### src/rtl/bufseq_pkg.sv
package bufseq_pkg;
  localparam int LINE_W = 9;
  localparam int STEP_W = 4;
  localparam int DEF_NBUF = 8;
  localparam int DEF_NPORT = 4;

  typedef struct packed {
    logic [3:0]        buf_id;
    logic [2:0]        port;
    logic              clr;
    logic              rd;
    logic              wr;
    logic [STEP_W-1:0] step;
    logic [LINE_W-1:0] last;
    logic [LINE_W-1:0] first;
  } cmd_t;
endpackage

### src/rtl/bufseq_decode.sv
module bufseq_decode #(
  parameter int NBUF = 8,
  parameter int NPORT = 4
) (
  input  logic            cmd_valid,
  input  logic [3:0]      buf_id,
  input  logic [2:0]      port,
  input  logic            clr,
  input  logic            rd,
  input  logic            wr,
  output logic [NBUF-1:0] start_o,
  output logic [NBUF-1:0] clear_o
);
  logic hit;
  // exactly one operation, real buffer, real port
  assign hit = cmd_valid && ($countones({clr, rd, wr}) == 1) &&
               (32'(buf_id) < NBUF) && (32'(port) < NPORT);

  for (genvar b = 0; b < NBUF; b++) begin : g_sel
    logic sel;
    assign sel = hit && (32'(buf_id) == b);
    assign start_o[b] = sel && (rd || wr);
    assign clear_o[b] = sel && clr;
  end
endmodule

### src/rtl/bufseq_slot.sv
module bufseq_slot
  import bufseq_pkg::*;
#(
  parameter int NPORT = 4
) (
  input  logic                      clk,
  input  logic                      rst_n,
  input  logic                      start_i,
  input  logic                      clear_i,
  input  logic                      wr_i,
  input  logic [LINE_W-1:0]         first_i,
  input  logic [LINE_W-1:0]         last_i,
  input  logic [STEP_W-1:0]         step_i,
  input  logic [$clog2(NPORT)-1:0]  port_i,
  input  logic                      beat_i,
  input  logic                      eof_i,
  input  logic                      err_i,
  input  logic                      slow_set_i,
  output logic                      busy_o,
  output logic                      done_o,
  output logic                      err_o,
  output logic                      slow_o,
  output logic [LINE_W-1:0]         line_o,
  output logic [$clog2(NPORT)-1:0]  port_o,
  output logic                      wr_o,
  output logic [LINE_W-1:0]         lastx_o
);
  logic [LINE_W-1:0] last_r;
  logic [STEP_W-1:0] step_r;
  logic [LINE_W:0]   step_eff, nxt;
  logic              final_beat, idle;

  assign idle       = !busy_o && !done_o && !err_o;
  assign step_eff   = (step_r == '0) ? (LINE_W+1)'(1) : (LINE_W+1)'(step_r);
  assign nxt        = {1'b0, line_o} + step_eff;
  assign final_beat = nxt > {1'b0, last_r};

  always_ff @(posedge clk) begin
    if (!rst_n) begin
      busy_o  <= 1'b0;
      done_o  <= 1'b0;
      err_o   <= 1'b0;
      line_o  <= '0;
      last_r  <= '0;
      step_r  <= '0;
      port_o  <= '0;
      wr_o    <= 1'b0;
      lastx_o <= '0;
    end else if (clear_i) begin
      busy_o <= 1'b0;
      done_o <= 1'b0;
      err_o  <= 1'b0;
    end else if (start_i && idle) begin
      busy_o <= 1'b1;
      line_o <= first_i;
      last_r <= last_i;
      step_r <= step_i;
      port_o <= port_i;
      wr_o   <= wr_i;
    end else if (busy_o && beat_i) begin
      lastx_o <= line_o;
      line_o  <= nxt[LINE_W-1:0];
      if (err_i) begin
        err_o  <= 1'b1;
        busy_o <= 1'b0;
      end else if (eof_i || final_beat) begin
        done_o <= 1'b1;
        busy_o <= 1'b0;
      end
    end
  end

  always_ff @(posedge clk) begin
    if (!rst_n)          slow_o <= 1'b0;
    else if (slow_set_i) slow_o <= 1'b1;
    else if (clear_i)    slow_o <= 1'b0;
  end
endmodule

### src/rtl/bufseq_portsel.sv
module bufseq_portsel
  import bufseq_pkg::*;
#(
  parameter int NBUF = 8,
  parameter int NPORT = 4
) (
  input  logic [NBUF-1:0]                 busy,
  input  logic [NBUF*$clog2(NPORT)-1:0]   port_of,
  input  logic [NBUF*LINE_W-1:0]          line_of,
  input  logic [NBUF-1:0]                 wr_of,
  output logic [NPORT-1:0]                pa_valid,
  output logic [NPORT*LINE_W-1:0]         pa_line,
  output logic [NPORT*$clog2(NBUF)-1:0]   pa_buf,
  output logic [NPORT-1:0]                pa_write,
  output logic [NBUF-1:0]                 grant
);
  localparam int PW = $clog2(NPORT);
  localparam int BW = $clog2(NBUF);

  logic [BW-1:0] owner [NPORT];

  always_comb begin
    for (int p = 0; p < NPORT; p++) begin
      pa_valid[p] = 1'b0;
      owner[p]    = '0;
      // descending scan: lowest index wins
      for (int b = NBUF-1; b >= 0; b--) begin
        if (busy[b] && port_of[b*PW +: PW] == PW'(p)) begin
          pa_valid[p] = 1'b1;
          owner[p]    = BW'(b);
        end
      end
      pa_line[p*LINE_W +: LINE_W] = line_of[32'(owner[p])*LINE_W +: LINE_W];
      pa_buf[p*BW +: BW]          = owner[p];
      pa_write[p]                 = wr_of[owner[p]];
    end
  end

  always_comb begin
    for (int b = 0; b < NBUF; b++) begin
      grant[b] = busy[b] && (owner[port_of[b*PW +: PW]] == BW'(b));
    end
  end
endmodule

### src/rtl/bufseq_top.sv
module bufseq_top
  import bufseq_pkg::*;
#(
  parameter int NBUF = DEF_NBUF,
  parameter int NPORT = DEF_NPORT
) (
  input  logic                            clk,
  input  logic                            rst_n,
  input  logic                            cmd_valid,
  input  logic [31:0]                     cmd_word,
  output logic [NPORT-1:0]                pa_valid,
  input  logic [NPORT-1:0]                pa_ready,
  input  logic [NPORT-1:0]                pa_eof,
  input  logic [NPORT-1:0]                pa_err,
  output logic [NPORT*LINE_W-1:0]         pa_line,
  output logic [NPORT*$clog2(NBUF)-1:0]   pa_buf,
  output logic [NPORT-1:0]                pa_write,
  input  logic [NBUF-1:0]                 slow_set,
  output logic [4*NBUF-1:0]               status,
  output logic [NBUF*LINE_W-1:0]          last_line,
  output logic                            irq
);
  localparam int PW = $clog2(NPORT);

  cmd_t cmd;
  assign cmd = cmd_t'(cmd_word);

  logic [NBUF-1:0]        start, clear, busy, done, err, slow, wr_of, grant, idle;
  logic [NBUF*PW-1:0]     port_of;
  logic [NBUF*LINE_W-1:0] line_of;

  bufseq_decode #(.NBUF(NBUF), .NPORT(NPORT)) u_dec (
    .cmd_valid(cmd_valid), .buf_id(cmd.buf_id), .port(cmd.port),
    .clr(cmd.clr), .rd(cmd.rd), .wr(cmd.wr),
    .start_o(start), .clear_o(clear)
  );

  for (genvar b = 0; b < NBUF; b++) begin : g_slot
    logic [PW-1:0] pp;
    assign pp = port_of[b*PW +: PW];
    bufseq_slot #(.NPORT(NPORT)) u_slot (
      .clk(clk), .rst_n(rst_n),
      .start_i(start[b]), .clear_i(clear[b]), .wr_i(cmd.wr),
      .first_i(cmd.first), .last_i(cmd.last), .step_i(cmd.step),
      .port_i(cmd.port[PW-1:0]),
      .beat_i(grant[b] && pa_ready[pp]),
      .eof_i(pa_eof[pp]), .err_i(pa_err[pp]),
      .slow_set_i(slow_set[b]),
      .busy_o(busy[b]), .done_o(done[b]), .err_o(err[b]), .slow_o(slow[b]),
      .line_o(line_of[b*LINE_W +: LINE_W]), .port_o(port_of[b*PW +: PW]),
      .wr_o(wr_of[b]), .lastx_o(last_line[b*LINE_W +: LINE_W])
    );
    assign idle[b] = !busy[b] && !done[b] && !err[b];
  end

  bufseq_portsel #(.NBUF(NBUF), .NPORT(NPORT)) u_sel (
    .busy(busy), .port_of(port_of), .line_of(line_of), .wr_of(wr_of),
    .pa_valid(pa_valid), .pa_line(pa_line), .pa_buf(pa_buf),
    .pa_write(pa_write), .grant(grant)
  );

  assign status = {slow, idle, err, done};
  assign irq    = |{done, err};
endmodule

### config.mk
export PLATFORM = sky130hd
export DESIGN_NAME = bufseq_top
export DESIGN_NICKNAME = d
export VERILOG_FILES = /design/src/rtl/bufseq_pkg.sv /design/src/rtl/bufseq_decode.sv /design/src/rtl/bufseq_slot.sv /design/src/rtl/bufseq_portsel.sv /design/src/rtl/bufseq_top.sv
export SDC_FILE = /design/constraint.sdc
export NUM_CORES = 1
export LEC_CHECK = 0
export ABC_AREA = 1
export BUFFER_PORTS_ARGS = -buffer_cell sky130_fd_sc_hd__buf_2
export CAP_MARGIN = 20
export CORE_MARGIN = 2
export CORE_UTILIZATION = 50
export CTS_CLUSTER_SIZE = 40
export DETAILED_ROUTE_END_ITERATION = 7
export PLACE_DENSITY = 0.71
export RECOVER_POWER = 25
export SLEW_MARGIN = 20
export SYNTH_ARGS = -nofsm -noshare
export SYNTH_HDL_FRONTEND = slang
export SYNTH_SLANG_ARGS = --single-unit
### constraint.sdc
create_clock -name clk -period 4.6 [get_ports clk]
set_input_delay 0.69 -clock clk [delete_from_list [all_inputs] [get_ports clk]]
set_output_delay 0.69 -clock clk [all_outputs]
set_load 0.05 [all_outputs]
==> results.txt <==
----------------------------------------------------
[Run status]
  Outcome ... finished, final reports clean

[Route]
  Drc violations ... 0
  Final routed wire length divided by cell count ... 23.5 um
  Number of iterations in the first detailed-routing pass ... 7
  Residual antenna-violating net count after detailed routing ... 0
  Detailed router's first-iteration violation count ... 3068
  Average via count per standard cell ... 6.02
  Overall via count from detail_route ... 22700
  Total detailed-routing wirelength ... 88700 um

[Setup path]
  Path type of the worst setup path ... reg -> out
  Critical path peak fanout ... 81
  CP Capture Type ... primary output
  Worst flop-to-flop path startpoint ... g_slot[6].u_slot.busy_o$_SDFFE_PP0P_
  Worst setup startpoint ... g_slot[6].u_slot.busy_o$_SDFFE_PP0P_
  Cell family with the largest share of critical-path delay ... buffers and inverters
  CP Launch Type ... flop
  Max stage delay cell, worst path ... buf_4
  Cells along the critical path ... buf_4 -> nand3_1 -> nand2_1 -> nand2_1 -> nand2_1 -> nand2_1 -> nand2_1 -> nand2_1 -> nand2_2 -> buf_4 -> o21ai_0 -> nand3_1 -> o21a_1 -> buf_2
  Most common cell on crit path ... nand2_1
  Critical path data arrival time ... 3730 ps
  Slowest cell delay on critical path ... 590 ps
  CP Buf/Inv Count ... 3
  Required time of the critical path ... 3910 ps

[STA]
  Setup violations, final ... 0
  Final Hold Fails ... 0
  Final Cycle Share ... 96.1%
  Relative slew slack ... 22.0%
  Total Neg Setup Slack ... 0 ps
  Final max-slew violation count ... 0
  Unrepaired setup endpoints after global routing ... false
  Highest achievable clock rate ... 226 MHz
  Pin slew with the least headroom to its limit ... 1170 ps
  Layout Skew ... 39.0 ps
  Final critical-path required period ... 4420 ps
  Final-layout worst hold slack ... 321 ps

[Placement]
  Routability congestion estimate ... 1.02
  Dpl cells ... 3701
  IO Port Bufs ... 215
  DPL Wire Length ... 65900 um

[Clock tree]
  Clock root buffer master ... clkbuf_16
  Clock tree buffer depth ... 3
  Number of buffers inserted for hold repair after clock tree synthesis ... 0
  Clock Sinks ... 304
  CTS clk-pin slew, worst paths ... 60 ps
  Worst-skew pair later-pin latency ... 590 ps
  Post-CTS resize count ... 0
  Buffers inserted by post-CTS timing repair ... 0
  Count of H-tree levels built during CTS ... 2
  Number of buffers created by CTS ... 37
  Clock tree from TritonCTS ... yes

[Final layout]
  Number of non-filler instances in the completed layout ... 3773
  Area growth from synthesis to layout ... 10.3%
  Layout cells sized above 1 ... 8.93%
  Commonest cells after routing, fill and taps aside ... 472 x nand2_1, 397 x a21oi_1, 364 x inv_1, 324 x nor2_1, 304 x dfxtp_1
  Post-route core utilization ... 55.8%
  Final layout net count ... 3380
  Most common cell after layout, fill and taps aside ... nand2_1

[Synth]
  Synth warnings ... 0
  Register area share after synthesis ... 29.5%
  Fraction of synthesized cell area in xor and xnor cells ... 2.08%
  Adder and majority gate portion of the synthesized area ... 7.43%
  Number of distinct library cell variants in the gate-level netlist after synthesis ... 52
  Simple-gate share of the synthesized area ... 24.3%
  Post-synthesis instance area ... 20600 um^2
  Fraction of synthesized area in multiplexers ... 0%
  Post-Syn Nets ... 3303
  Asr flop ratio synth ... 0%
  Compound-gate portion of the synthesized area ... 24.5%
  Flip-flop and latch count after synthesis ... 304
  Dominant synthesized flop cell ... dfxtp_1
  Synthesized instance count ... 3131
  Number of synthesized flops with an enable pin ... 0
  Avg Cell Area, Syn ... 6.58 um^2
  Dominant combinational cell family by area after synthesis ... compound AO/OA/AOI/OAI gates

[Die]
  Number of ports placed on the die boundary ... 216
  Floorplan die area ... 42800 um^2
  Die W ... 207 um
  Starting density of the core ... 50.6%
  Number of core rows ... 74
  Core Region ... 40700 um^2
  Y dimension of the die ... 207 um

[Job]
  Number of violations of the max-capacitance limit ... 0

[Min path]
  Worst Hold Class ... in -> reg
  Min-delay src ... slow_set[2]

[Global routing]
  First-pass GRT wire length ... 129000 um
  Number of global-route vias before repair ... 20900
  Number of antenna violations at the first check in global routing ... 8
  Largest net degree at the start of global routing ... 98
  Gr ovfl total ... 0
  Overall global routing resource usage ... 40.8%

[Power and ir drop]
  PD cells ... 265 nW/um^2
  Cell leakage power ... 9.90 nW
  Worst VDD drop ... 0.279 mV

----------------------------------------------------
[logic make-up (layout without fill, tap and decap cells)]
family	Yosys count	count (layout)
simple gates	1154	1154
compound gates	901	901
buf+inv	606	712
flops	304	304
fa+ha+maj	117	117
xor+xnor	49	49
other cells	0	4
[layer usage]
metal / global-route usage (%) / vias up / share of wire, %
met5: 0 / - / 0.046
met4: 29.7 / 6 / 8.1
met3: 9.91 / 366 / 11
met2: 63.0 / 1315 / 43
met1: 49.5 / 10400 / 38
li1: - / 10600 / -
[where the power goes]
group	switching [W]	internal, W	total [W]	leakage, nW
combinational	0.000286	0.0000634	0.000349	6.84
sequential	0.00000755	0.00264	0.00265	2.45
clock	0.00126	0.00178	0.00303	0.608
[cells in the mapped netlist (5+ instances only)]
cell | instances | share of area [%]
clkbuf_1 | 121 | 2.2
o22ai_1 | 16 | 0.49
nor2_2 | 14 | 0.43
nor2_1 | 325 | 5.9
buf_2 | 40 | 0.97
a221oi_1 | 10 | 0.43
a21boi_0 | 5 | 0.18
o211ai_1 | 6 | 0.22
a211oi_1 | 96 | 3.5
o21a_1 | 32 | 1.2
a21oi_1 | 397 | 9.6
nand2_1 | 473 | 8.6
nand4_1 | 26 | 0.79
a31oi_1 | 18 | 0.55
o21ai_1 | 15 | 0.36
nor4_1 | 7 | 0.21
ha_1 | 108 | 6.6
buf_4 | 37 | 1.3
o2111ai_1 | 5 | 0.21
nor3_1 | 14 | 0.34
inv_1 | 364 | 6.6
xor2_1 | 40 | 1.7
xnor2_1 | 9 | 0.38
nand3b_1 | 5 | 0.18
o21ai_0 | 279 | 6.8
o21ai_2 | 6 | 0.26
buf_6 | 6 | 0.33
nand3_1 | 246 | 6.0
or2_2 | 6 | 0.18
nand2_2 | 21 | 0.64
fa_1 | 9 | 0.87
buf_1 | 10 | 0.18
inv_2 | 24 | 0.44
dfxtp_1 | 304 | 30
[stage by stage]
| stage | total power [W] | instance area (um^2) | setup WS (ps) |
|---|---|---|---|
| 2_1_floorplan | 0.00287 | 20600 | 1430 |
| 6_report | 0.00603 | 22700 | 181 |
| 3_3_place_gp | 0.00304 | 21600 | 653 |
| 3_5_place_dp | 0.00304 | 21600 | 562 |
| 4_1_cts | 0.00603 | 22900 | 277 |
| 5_1_grt | 0.00616 | 22700 | 20.4 |
[area by class of cell]
type                    instances  area, um^2
fillers                      4109       18000
multi-input cells            2221       12000
flip-flops and latches        304        6090
inverters                     392        1480
repair buffers                252        1230
clock buffers                  54        1090
well taps                     532         666
clock inverters                14         161
diodes                          4        10.0
[flip-flops by register name (all words and copies together), names as in the netlist]
signal,count
g_slot.u_slot.step_r,32
g_slot.u_slot.wr_o,8
g_slot.u_slot.slow_o,8
g_slot.u_slot.line_o,72
g_slot.u_slot.last_r,72
g_slot.u_slot.port_o,16
g_slot.u_slot.done_o,8
g_slot.u_slot.busy_o,8
g_slot.u_slot.lastx_o,72
g_slot.u_slot.err_o,8
[worst paths after layout]
check / to / slack, ps / depth (start not counted)
hold reg to reg: g_slot[2].u_slot.last_r[7]$_SDFFE_PN0P_ / 460 / 2
setup / recovery: pa_write[2] / 180 / 14
setup reg to reg: g_slot[2].u_slot.lastx_o[5]$_SDFFE_PN0P_ / 990 / 14
hold / removal: g_slot[2].u_slot.slow_o$_SDFFE_PN0P_ / 320 / 3
[worst reg2reg max path: stages, from the launching register on]
cell and delay (ps):
dfxtp_1 560, buf_4 210, nand3_1 170, nand2_1 120, nand2_1 50, nand2_1 80
nand2_2 390, inv_2 660, nand2_1 100, nand4_1 130, nand2_2 140, inv_1 350
nand2_1 300, nand2_1 130, a21oi_1 70
(Power assumes the default switching activity.)
